`src/rtl/ddrs_pkg.sv`:
```
package ddrs_pkg;

    localparam logic [2:0] PROTO_DDR = 3'b001;

    // log2 of the lane count selected by the width field
    function automatic logic [1:0] width_log(input logic [1:0] code);
        logic [1:0] r;
        case (code)
            2'b00:   r = 2'd0;
            2'b01:   r = 2'd1;
            default: r = 2'd2;
        endcase
        return r;
    endfunction

endpackage

```
`src/rtl/ddrs_edge_sync.sv`:
```
module ddrs_edge_sync #(
    parameter int   STAGES  = 2,
    parameter logic RST_VAL = 1'b0
) (
    input  logic clk,
    input  logic rst_n,
    input  logic din,
    output logic lvl,
    output logic rise,
    output logic fall
);
    localparam int PIPE_W = STAGES + 1;

    logic [PIPE_W-1:0] pipe_d, pipe_q;

    always_comb begin
        pipe_d = {pipe_q[PIPE_W-2:0], din};
    end

    always_ff @(posedge clk or negedge rst_n) begin
        if (!rst_n) pipe_q <= {PIPE_W{RST_VAL}};
        else        pipe_q <= pipe_d;
    end

    assign lvl  = pipe_q[STAGES-1];
    assign rise = pipe_q[STAGES-1] & ~pipe_q[STAGES];
    assign fall = ~pipe_q[STAGES-1] & pipe_q[STAGES];

endmodule

```
`src/rtl/ddrs_shifter.sv`:
```
module ddrs_shifter
    import ddrs_pkg::*;
#(
    parameter int WORD_W  = 16,
    parameter int SHORT_W = 14,
    parameter int LANES   = 4
) (
    input  logic              clk,
    input  logic              rst_n,
    input  logic              cs_lvl,
    input  logic              cs_rise,
    input  logic              cs_fall,
    input  logic              sck_rise,
    input  logic              sck_fall,
    input  logic [WORD_W-1:0] word_in,
    input  logic              word_load,
    input  logic [2:0]        proto_sel,
    input  logic              cpol,
    input  logic [1:0]        width_sel,
    input  logic              len_short,
    output logic [LANES-1:0]  sdo,
    output logic [LANES-1:0]  sdo_oe
);
    localparam int PAD_W = WORD_W - SHORT_W;

    typedef struct packed {
        logic [WORD_W-1:0] hold;
        logic [WORD_W-1:0] shreg;
        logic [1:0]        wlog;
        logic              pol;
        logic              active;
        logic              started;
        logic [LANES-1:0]  out;
        logic [LANES-1:0]  oe;
    } st_t;

    st_t st_d, st_q;

    function automatic logic [LANES-1:0] lane_mask(input logic [1:0] wl);
        int n;
        n = 1 << wl;
        return LANES'((1 << n) - 1);
    endfunction

    int                n_lanes;
    logic [WORD_W-1:0] shifted;
    logic [LANES-1:0]  grp;
    logic              sck_edge;
    logic              launch_ok;

    always_comb begin
        st_d      = st_q;
        n_lanes   = 1 << st_q.wlog;
        shifted   = st_q.shreg >> (WORD_W - n_lanes);
        grp       = shifted[LANES-1:0] & lane_mask(st_q.wlog);
        sck_edge  = sck_rise | sck_fall;
        launch_ok = st_q.started | (st_q.pol ? sck_fall : sck_rise);

        if (word_load) st_d.hold = word_in;

        if (cs_lvl || cs_rise) begin
            st_d.active  = 1'b0;
            st_d.started = 1'b0;
            st_d.out     = '0;
            st_d.oe      = '0;
        end else if (cs_fall) begin
            st_d.shreg   = len_short ? {st_q.hold[SHORT_W-1:0], {PAD_W{1'b0}}}
                                     : st_q.hold;
            st_d.wlog    = width_log(width_sel);
            st_d.pol     = cpol;
            st_d.active  = (proto_sel == PROTO_DDR);
            st_d.started = 1'b0;
            st_d.out     = '0;
            st_d.oe      = (proto_sel == PROTO_DDR) ? lane_mask(width_log(width_sel)) : '0;
        end else if (st_q.active && sck_edge && launch_ok) begin
            st_d.started = 1'b1;
            st_d.out     = grp;
            st_d.shreg   = st_q.shreg << n_lanes;
        end
    end

    always_ff @(posedge clk or negedge rst_n) begin
        if (!rst_n) st_q <= '0;
        else        st_q <= st_d;
    end

    assign sdo    = st_q.out;
    assign sdo_oe = st_q.oe;

    p_idle_quiet_r1: assert property (@(posedge clk) disable iff (!rst_n)
        cs_lvl |=> (sdo_oe == '0 && sdo == '0));

    p_proto_gate_r2: assert property (@(posedge clk) disable iff (!rst_n)
        (cs_fall && proto_sel != PROTO_DDR) |=> (sdo_oe == '0));

    p_lane_shape_r3: assert property (@(posedge clk) disable iff (!rst_n)
        ((sdo_oe & (sdo_oe + 1'b1)) == '0) && ((sdo & ~sdo_oe) == '0));

    p_hold_between_edges_r6: assert property (@(posedge clk) disable iff (!rst_n)
        (!cs_lvl && !cs_fall && !sck_rise && !sck_fall) |=> $stable(sdo));

endmodule

```
`src/rtl/ddr_sdo_serializer.sv`:
```
module ddr_sdo_serializer #(
    parameter int WORD_W      = 16,
    parameter int SHORT_W     = 14,
    parameter int LANES       = 4,
    parameter int SYNC_STAGES = 2
) (
    input  logic              clk,
    input  logic              rst_n,
    input  logic              cs_n,
    input  logic              sclk,
    input  logic [WORD_W-1:0] word_in,
    input  logic              word_load,
    input  logic [2:0]        proto_sel,
    input  logic              cpol,
    input  logic [1:0]        width_sel,
    input  logic              len_short,
    output logic [LANES-1:0]  sdo,
    output logic [LANES-1:0]  sdo_oe
);
    logic cs_lvl, cs_rise, cs_fall;
    logic sck_lvl, sck_rise, sck_fall;

    ddrs_edge_sync #(.STAGES(SYNC_STAGES), .RST_VAL(1'b1)) u_cs_sync (
        .clk(clk), .rst_n(rst_n), .din(cs_n),
        .lvl(cs_lvl), .rise(cs_rise), .fall(cs_fall)
    );

    ddrs_edge_sync #(.STAGES(SYNC_STAGES), .RST_VAL(1'b0)) u_sck_sync (
        .clk(clk), .rst_n(rst_n), .din(sclk),
        .lvl(sck_lvl), .rise(sck_rise), .fall(sck_fall)
    );

    ddrs_shifter #(.WORD_W(WORD_W), .SHORT_W(SHORT_W), .LANES(LANES)) u_shift (
        .clk(clk), .rst_n(rst_n),
        .cs_lvl(cs_lvl), .cs_rise(cs_rise), .cs_fall(cs_fall),
        .sck_rise(sck_rise), .sck_fall(sck_fall),
        .word_in(word_in), .word_load(word_load),
        .proto_sel(proto_sel), .cpol(cpol), .width_sel(width_sel),
        .len_short(len_short),
        .sdo(sdo), .sdo_oe(sdo_oe)
    );

    // a synchronized SCLK edge always agrees with the synchronized level
    p_sck_edge_level_r6: assert property (@(posedge clk) disable iff (!rst_n)
        (sck_rise |-> sck_lvl) and (sck_fall |-> !sck_lvl));

endmodule

```
`config.mk`:
```
export PLATFORM = sky130hd
export DESIGN_NAME = ddr_sdo_serializer
export DESIGN_NICKNAME = d
export VERILOG_FILES = /design/src/rtl/ddrs_pkg.sv /design/src/rtl/ddrs_edge_sync.sv /design/src/rtl/ddrs_shifter.sv /design/src/rtl/ddr_sdo_serializer.sv
export SDC_FILE = /design/constraint.sdc
export NUM_CORES = 1
export LEC_CHECK = 0
export ABC_AREA = 1
export BUFFER_PORTS_ARGS = -buffer_cell sky130_fd_sc_hd__buf_4
export CORE_ASPECT_RATIO = 1.75
export CORE_MARGIN = 2
export CORE_UTILIZATION = 63
export DETAILED_ROUTE_END_ITERATION = 12
export PLACE_DENSITY = 0.84
export SLEW_MARGIN = 20
export SYNTH_ARGS = -nofsm -noshare
export SYNTH_HDL_FRONTEND = slang
export SYNTH_SLANG_ARGS = --single-unit
```
`constraint.sdc`:
```
create_clock -name clk -period 3.3 [get_ports clk]
set_input_delay 0.165 -clock clk [delete_from_list [all_inputs] [get_ports clk]]
set_output_delay 0.165 -clock clk [all_outputs]
set_load 0.1 [all_outputs]
```
### After elaboration in Yosys (flattened, before gate mapping)

Cells that the tools add are included.
W data, S select, Z words.

* shifts and indexed selects: 6
* add/subtract/negate cells: 3
* reduce and logical (&&, ||, !) cells: 9
* bitwise gates (word level): 12
* equal/unequal tests: 2
* multiplexer cells: 13

Operators by type and width (number)
* $shl A1 B2 Y32 const A: 2
* $shl A1 B32 Y4 const A: 2
* $mux W16: 3
* $shl A16 B32 Y16: 1
* $shr A16 B32 Y4: 1
* $sub A6 B32 Y32 const A: 1
* $mux W10: 1
* $mux W5: 2
* $mux W4: 2
* $sub A4 B2 Y4 const B: 2
* $not A1 Y1: 5
* $and A1 B1 Y1: 4
* $and A4 B4 Y4: 1
* $mux W2: 2
* $pmux W2 S2: 1
* $reduce_and A2 Y1: 2
* $reduce_bool A2 Y1: 2
* $eq A3 B1 Y1 const B: 1
* $reduce_bool A3 Y1: 1
* $eq A2 B1 Y1 const B: 1
* $logic_and A1 B1 Y1: 2
* $logic_not A2 Y1: 1
* $mux W1: 2
* $or A1 B1 Y1: 2
* $logic_or A1 B1 Y1: 1

* register bits: 51
* bits of input ports: 28
* word-level logic and storage cells: 55
* output and inout bits: 8

### Logic depth before layout (Yosys ltp)

Gate-level depths: netlist of run 1.

* depth after elaboration: 10
* gate-level depth with buffers: 13

### Cells and area by module

A second synthesis of run 1 with hierarchy kept.

* cell total of the unflattened synthesis: 448
* area, all modules: 3300.7 sq um

By module, submodules not included
* ddrs_shifter: seq. area each 1101.1 sq um, cells an instance 434, area each 3116.7 sq um, instances 1
* ddrs_edge_sync at u_cs_sync: seq. area each 78.8 sq um, cells an instance 7, area each 93.8 sq um, instances 1
* ddrs_edge_sync at u_sck_sync: seq. area each 75.1 sq um, cells an instance 7, area each 90.1 sq um, instances 1

### Least setup slack after synthesis of run 1

No wires, ideal clock.

* kind: register -> register
* from: register u_shift.st_q[12] in the netlist's numbering
* to: register u_shift.st_q (netlist bit u_shift.sdo[0])
* arrival: 1847 ps
* buffers on the path: 1
* stages on the path, launching flop included: 12
* path slack: 1336 ps
* required time: 3184 ps
* cells stage by stage: dfrtp_1 > inv_1 > ha_1 > inv_2 > buf_6 > ha_1 > inv_1 > nand3_1 > o211ai_1 > o21ai_0 > nand2_1 > nand2_1

* longest elaborated chain between the ends: 7
* elaborated cells on any way between the ends: 9
* those cells by class: add/sub: 2; shift: 3; mux: 3; bitwise: 1

Ends and longest elaborated chain
* start: declaration: RTL line ddrs_shifter.sv:37 `st_t st_d, st_q;`
* start signal: assignment: RTL line ddrs_shifter.sv:84 `else st_q <= st_d;`
* $shl A1 B2 Y32 *: RTL line ddrs_shifter.sv:41, ddrs_shifter.sv:53
* $sub A6 B32 Y32 or $shl A1 B32 Y4 (tied branches): RTL line ddrs_shifter.sv:54, ddrs_shifter.sv:42
* $shr A16 B32 Y4 or $sub A4 B2 Y4 (tied branches): RTL line ddrs_shifter.sv:54, ddrs_shifter.sv:42
* $and A4 B4 Y4 *: RTL line ddrs_shifter.sv:55 `grp = shifted[LANES-1:0] & lane_mask(st_q.wlog);`
* $mux W5 *: RTL line ddrs_shifter.sv:75 `end else if (st_q.active && sck_edge && launch_ok) begin`
* $mux W5 *: RTL line ddrs_shifter.sv:66 `end else if (cs_fall) begin`
* $mux W10 *: RTL line ddrs_shifter.sv:61 `if (cs_lvl || cs_rise) begin`

Mark *: on every way between the ends. The rest lies on a longest branch, timed or not. The select of a mux whose other input is x is not followed.
A chain may end at the register's enable or synchronous reset.

### Final worst setup path of run 1

* from: register u_shift.st_q[12] in the netlist's numbering
* to: register u_shift.st_q (netlist bit u_shift.sdo[1])

Same word-level chain as after synthesis.

==> results of run 1 <==
==> flip-flops by register name, summed over array words and instances (netlist names) <==
name               flops
u_sck_sync.pipe_q      3
u_shift.sdo            4
u_shift.sdo_oe         3
u_shift.st_q          37
u_cs_sync.pipe_q       3
==> critical path, cell delays in order, from the launching register on <==
cell and delay [ns]:
dfrtp_1 0.41, inv_1 0.14, ha_1 0.17, buf_4 0.21
inv_2 0.18, ha_1 0.40, inv_1 0.21, o211ai_1 0.12
nand3_1 0.11, nand2_1 0.07, o21ai_0 0.15
==> per-layer routing <==
metal / vias to the layer above / global-route usage / part of all wire / routed length [um]
met5: - / 0 / 0 / 0
met4: 0 / 0.1932 / 0.057 / 470
met3: 39 / 0.04331 / 0.046 / 380
met2: 116 / 0.5524 / 0.53 / 4342
met1: 1417 / 0.3607 / 0.37 / 3069
li1: 1481 / - / - / -
==> stage by stage <==
| step | area (um^2) | utilization | instances | hold slack [ns] |
|---|---|---|---|---|
| 6_report | 3542 | 0.7117 | 520 | 0.06399 |
| 5_1_grt | 3542 | 0.7117 | 520 | 0.07219 |
| 4_1_cts | 3542 | 0.7117 | 520 | 0.05582 |
| 3_5_place_dp | 3402 | 0.6835 | 509 | 0.2342 |
| 3_3_place_gp | 3402 | 0.6835 | 509 | 0.2253 |
| 2_1_floorplan | 3233 | - | 444 | -0.1306 |
==> logic make-up (layout without fill, tap and decap cells) <==
kind of cell / Yosys count / after routing / synth area share
mux: 3 / 3 / 0.01045
fa+ha+maj: 10 / 10 / 0.03870
compound gates: 85 / 85 / 0.1440
xor+xnor: 2 / 2 / 0.005419
flops: 50 / 50 / 0.3882
buf+inv: 73 / 95 / 0.1111
simple gates: 221 / 221 / 0.3022
==> worst max-delay path by stage <==
stage                startpoint              to  slack (ns)
3_3_place_gp   u_shift.st_q[12]  u_shift.sdo[0]        1.10
4_1_cts        u_shift.st_q[12]  u_shift.sdo[0]        1.03
3_5_place_dp   u_shift.st_q[12]  u_shift.sdo[0]        1.05
6_report       u_shift.st_q[12]  u_shift.sdo[1]        1.04
5_1_grt        u_shift.st_q[12]  u_shift.sdo[1]        0.80
2_1_floorplan  u_shift.st_q[12]  u_shift.sdo[0]        1.34
==> cell type report <==
cell class              count  area [um^2]  share of cell area
well taps                  54        67.56             0.01907
repair buffers             41        315.3             0.08901
multi-input cells         321         1619              0.4571
clock buffers               6        72.57             0.02049
clock inverters             2        37.54             0.01060
inverters                  46        175.2             0.04945
flip-flops and latches     50         1255              0.3543
==> Yosys cell counts (6+ instances only) <==
| master | n | share of area |
|---|---|---|
| a21oi_1 | 23 | 0.036 |
| nand3_1 | 46 | 0.071 |
| buf_4 | 14 | 0.033 |
| o21ai_0 | 31 | 0.048 |
| nand4_1 | 6 | 0.012 |
| inv_1 | 40 | 0.046 |
| ha_1 | 10 | 0.039 |
| o21ai_1 | 15 | 0.023 |
| nand2_1 | 130 | 0.15 |
| dfrtp_1 | 47 | 0.36 |
| buf_2 | 6 | 0.0093 |
| nor2_1 | 25 | 0.029 |
==> report_power, final <==
| group | leakage (uW) | switching (uW) | total [uW] | internal [uW] |
|---|---|---|---|---|
| logic | 0.00116 | 415 | 634 | 219 |
| clock network | 0.0000514 | 204 | 430 | 226 |
| registers | 0.000603 | 74.0 | 762 | 688 |
| total | 0.00181 | 693 | 1830 | 1130 |
==> results.toml, run 1 <==
[grt]
grt_max_degree = 51
antenna_found_initial = 0
grt_first_pass_wirelength_mm = 14.10
grt_pass1_vias = 3082
grt_remaining_overflow = 0
grt_use_total = 0.3194

[finish]
synthToLayoutAreaGrowth_pct = 9.559
layout_common_cells = "nand2_1, dfrtp_1, nand3_1"
n_antenna_cell = 0
nFillCells = 428
drive_gt1_frac = 0.1502
final_nets = 503
layout_commonest_cell = "nand2_1"

[cts]
cts_htree_levels = 2
cts_root_buf = "clkbuf_8"
cts_tree = "done"
hold_buffers = 3
cts_sinks = 50
postCtsResizedCells = 0
clk_pin_slew_ns = 0.09
clk_path_buf_depth = 2
clkLatencyLatePin_ns = 0.30
cts_buffers = 5
post_cts_buffers = 0

[synth]
syn_inst = 444
avgSynthCellArea_um2 = 7.282
async_flop_share = 1.000
synth-edff-count = 0
synth_cell_types = 34
syn_area_um2 = 3233
syn_nets = 482
ys_ff_latch = 50
synth_warnings = 0
ys_seq_area_frac = 0.3882
synth_top_flop_cell = "dfrtp_1"

[critical_path]
start_kind = "flip-flop"
crit_fanout = 17
arrival_ns = 2.49
required_ns = 3.53
r2r_start = "u_shift.st_q[12]"
crit_path_end_kind = "flip-flop"
r2r-end = "u_shift.sdo[1]"
r2r_slack_ns = 1.04
r2r_cells = 10
worst-setup-path-type = "flip-flop to flip-flop"

[sta]
period_needed_ns = 2.259
worst_pin_slew_ns = 0.7760
min_period_over_period = 0.6845
timing.final.ws_setup_ns = 1.041
final_hold_viol_count = 0
rsz0062_at_grt = "false"
max_freq_ghz = 0.4427
fin_setup_tns_ns = 0
skew_ns = 0.002147
setup_violations = 0
slew-limit-headroom = 0.4827
slew_viol_final = 0

[placement]
portBuffers = 35
finalWeightedCongestion = 0.9542
hpwl_mm = 6.125
pre_cts_ws_ns = 1.051

[route]
drtIter0Drc = 152
first_pass_iters = 6
dr_total_vias = 3053
detail_route.wl_per_cell_um = 15.89
routed_wl_mm = 8.263
routed_via_density = 5.871
ant_nets = 0
drc = 0

[hold_path]
hold_class = "primary input to flip-flop"
worstHoldStart = "cpol"
hold-path-endpoint = "u_shift.st_q[10]"
whs_path_depth = 3

[die]
die_area_um2 = 5743
core-area_um2 = 4977
start_util = 0.6496
die_x_um = 58.15
rows = 34
die_h_um = 98.77
io_pins = 36

[job]
drv_cap = 0

[power_and_ir_drop]
finalPower_uw = 1826
power.density_nw_per_um2 = 515.5
peakVddDrop_uv = 478.3
power.leakage_uw = 0.001812

[run_status]
status = "complete, no violations"
No activity file was read; power rests on OpenSTA's default activity.
==> inputs of run 2 (changes only) <==
--- a/config.mk
+++ b/config.mk
@@ -9,9 +9,9 @@
 export BUFFER_PORTS_ARGS = -buffer_cell sky130_fd_sc_hd__buf_4
 export CORE_ASPECT_RATIO = 1.75
 export CORE_MARGIN = 2
-export CORE_UTILIZATION = 63
+export CORE_UTILIZATION = 53
 export DETAILED_ROUTE_END_ITERATION = 12
-export PLACE_DENSITY = 0.84
+export PLACE_DENSITY = 0.75
 export SLEW_MARGIN = 20
 export SYNTH_ARGS = -nofsm -noshare
 export SYNTH_HDL_FRONTEND = slang
==> constraint.sdc (replaced) <==
create_clock -name clk -period 1.8 [get_ports clk]
set_input_delay 0.09 -clock clk [delete_from_list [all_inputs] [get_ports clk]]
set_output_delay 0.09 -clock clk [all_outputs]
set_load 0.1 [all_outputs]
==> run 2 against run 1 <==
Compared with the run above: critical path depth up 1; core utilization down 2.4 points; worst setup slack worse by 0.96 ns; combinational power up 120%; critical endpoint is now u_shift.st_q[23]; largest power group unchanged; final cell count up 12%; flip-flop and latch count unchanged; register-to-register slack worse by 0.96 ns; highest routed layer unchanged; sequential power up 82%; hold slack worse by 0.055 ns.
==> results.toml, run 2 (synthesis results as in run 1) <==
[run_status]
status = "complete, no violations"

[finish]
final_nets = 543
layout_common_cells = "nand2_1, buf_4, dfrtp_1"
layout_commonest_cell = "nand2_1"
multiInputGateArea_um2 = 1694
drive_gt1_frac = 0.2154
synthToLayoutAreaGrowth_pct = 25.04
nFillCells = 492
n_antenna_cell = 0
register_area_um2 = 1255
final_area_um2 = 4043
largest_register_ffs = 37
top_register = "u_shift.st_q"

[sta]
period_needed_ns = 1.715
final_hold_viol_count = 0
slew_viol_final = 0
worst_pin_slew_ns = 0.6378
max_freq_ghz = 0.5832
min_period_over_period = 0.9526
slew-limit-headroom = 0.5748
setup_violations = 0
rsz0062_at_grt = "true"
whs_ns = 0.009115
skew_ns = 0.006635

[placement]
hpwl_mm = 6.133
finalWeightedCongestion = 0.9093
portBuffers = 35
postPlaceCellArea_um2 = 3622

[die]
core-area_um2 = 5879
die_h_um = 107.3
io_pins = 36
die_x_um = 63.04
start_util = 0.5499
rows = 37
die_area_um2 = 6765

[critical_path]
r2r_slack_ns = 0.09
worst-setup-path-type = "flip-flop to flip-flop"
crit_path_end = "u_shift.st_q[23]"
crit_fanout = 9
r2r_start = "u_shift.st_q[12]"
r2r_cells = 11
crit_path_end_kind = "flip-flop"
required_ns = 2.01
cp-startpoint = "u_shift.st_q[12]"
arrival_ns = 1.93
start_kind = "flip-flop"
r2r-end = "u_shift.st_q[23]"

[grt]
grt_use_total = 0.2802
grt_pass1_vias = 3165
antenna_found_initial = 0
grt_first_pass_wirelength_mm = 14.76
grt_remaining_overflow = 0
grt_max_degree = 51

[route]
routed_wl_mm = 8.533
first_pass_iters = 5
drc = 0
drtIter0Drc = 103
detail_route.wl_per_cell_um = 14.61
ant_nets = 0
dr_total_vias = 3095
routed_via_density = 5.300

[cts]
clk_pin_slew_ns = 0.10
cts_sinks = 50
clk_path_buf_depth = 2
clkLatencyLatePin_ns = 0.32
cts_tree = "done"
cts_buffers = 5
cts_htree_levels = 2
cts_root_buf = "clkbuf_8"

[hold_path]
hold_class = "primary input to flip-flop"

[power_and_ir_drop]
power.leakage_uw = 0.002019
power.density_nw_per_um2 = 892.0
peakVddDrop_uv = 721.7

[job]
drv_cap = 0
==> run 2: changes by cell type in the layout (fill, tap and decap cells not counted), moves of 4 or more <==
cell and delta:
buf_4 +17, dlygate4sd3_1 +16, buf_6 +5, ha_1 -5, inv_1 -4, o21ai_0 -4
==> run 2: metrics by stage <==
step | worst slack (ns) | setup TNS, ns | power (uW) | std cells | utilization
after global routing | -0.01437 | -0.03082 | 3850 | 584 | 0.6876
after floorplan | 0.03247 | 0 | 2254 | 444 | -
after CTS | 0.01326 | 0 | 3544 | 582 | 0.6701
after detailed placement | -0.02598 | -0.05149 | 2655 | 555 | 0.6161
final | 0.08534 | 0 | 3606 | 584 | 0.6876
after global placement | 0.04588 | 0 | 2631 | 555 | 0.6161
==> run 2: cell type report <==
| class | instances | share of cell area |
|---|---|---|
| multi-input combinational | 321 | 0.4191 |
| sequential | 50 | 0.3104 |
| timing repair buffer | 81 | 0.1730 |
| inverter | 46 | 0.04550 |
| tap | 78 | 0.02414 |
| clock buffer | 5 | 0.01702 |
| clock inverter | 3 | 0.01083 |
==> run 2: per-layer routing <==
metal | GRT usage | routed length [um] | up-vias
li1 | - | - | 1565
met1 | 0.3377 | 3422 | 1411
met2 | 0.4802 | 4401 | 90
met3 | 0.03452 | 326 | 29
met4 | 0.1556 | 383 | 0
met5 | 0 | 0 | -
==> run 2: where the power goes <==
group	switching, uW	internal (uW)	total [uW]
registers	128	1260	1390
clock network	416	417	833
logic	815	568	1380
total	1360	2250	3610
==> run 2: timing repair <==
item	CTS	global route
hold buffers	19	0
hold endpoints to repair	65	0
endpoints found under the setup margin	2	17
pin swaps	0	6
setup buffers	0	2
gates resized for setup	3	22
==> run 2: how the worst min path moves through the flow <==
stage          depth (start not counted)  startpoint  slack, ns                    to
5_1_grt                                2  word_in[2]      0.007      u_shift.st_q[31]
4_1_cts                                2  word_in[2]    0.00001      u_shift.st_q[31]
3_3_place_gp                           1       rst_n       0.15     u_shift.sdo_oe[2]
6_report                               2  word_in[2]      0.009      u_shift.st_q[31]
2_1_floorplan                          0       rst_n      -0.21  u_sck_sync.pipe_q[0]
3_5_place_dp                           1       rst_n       0.16     u_shift.sdo_oe[2]
==> run 2: critical path, cell delays in order, from the launching register on <==
cell and delay [ns]:
dfrtp_1 0.41, inv_2 0.11, ha_4 0.16, clkinvlp_4 0.11, buf_12 0.15, buf_4 0.13
nand2_1 0.07, nand3_1 0.09, nand3_1 0.13, o211ai_1 0.11, nand2_1 0.08, a21oi_1 0.06
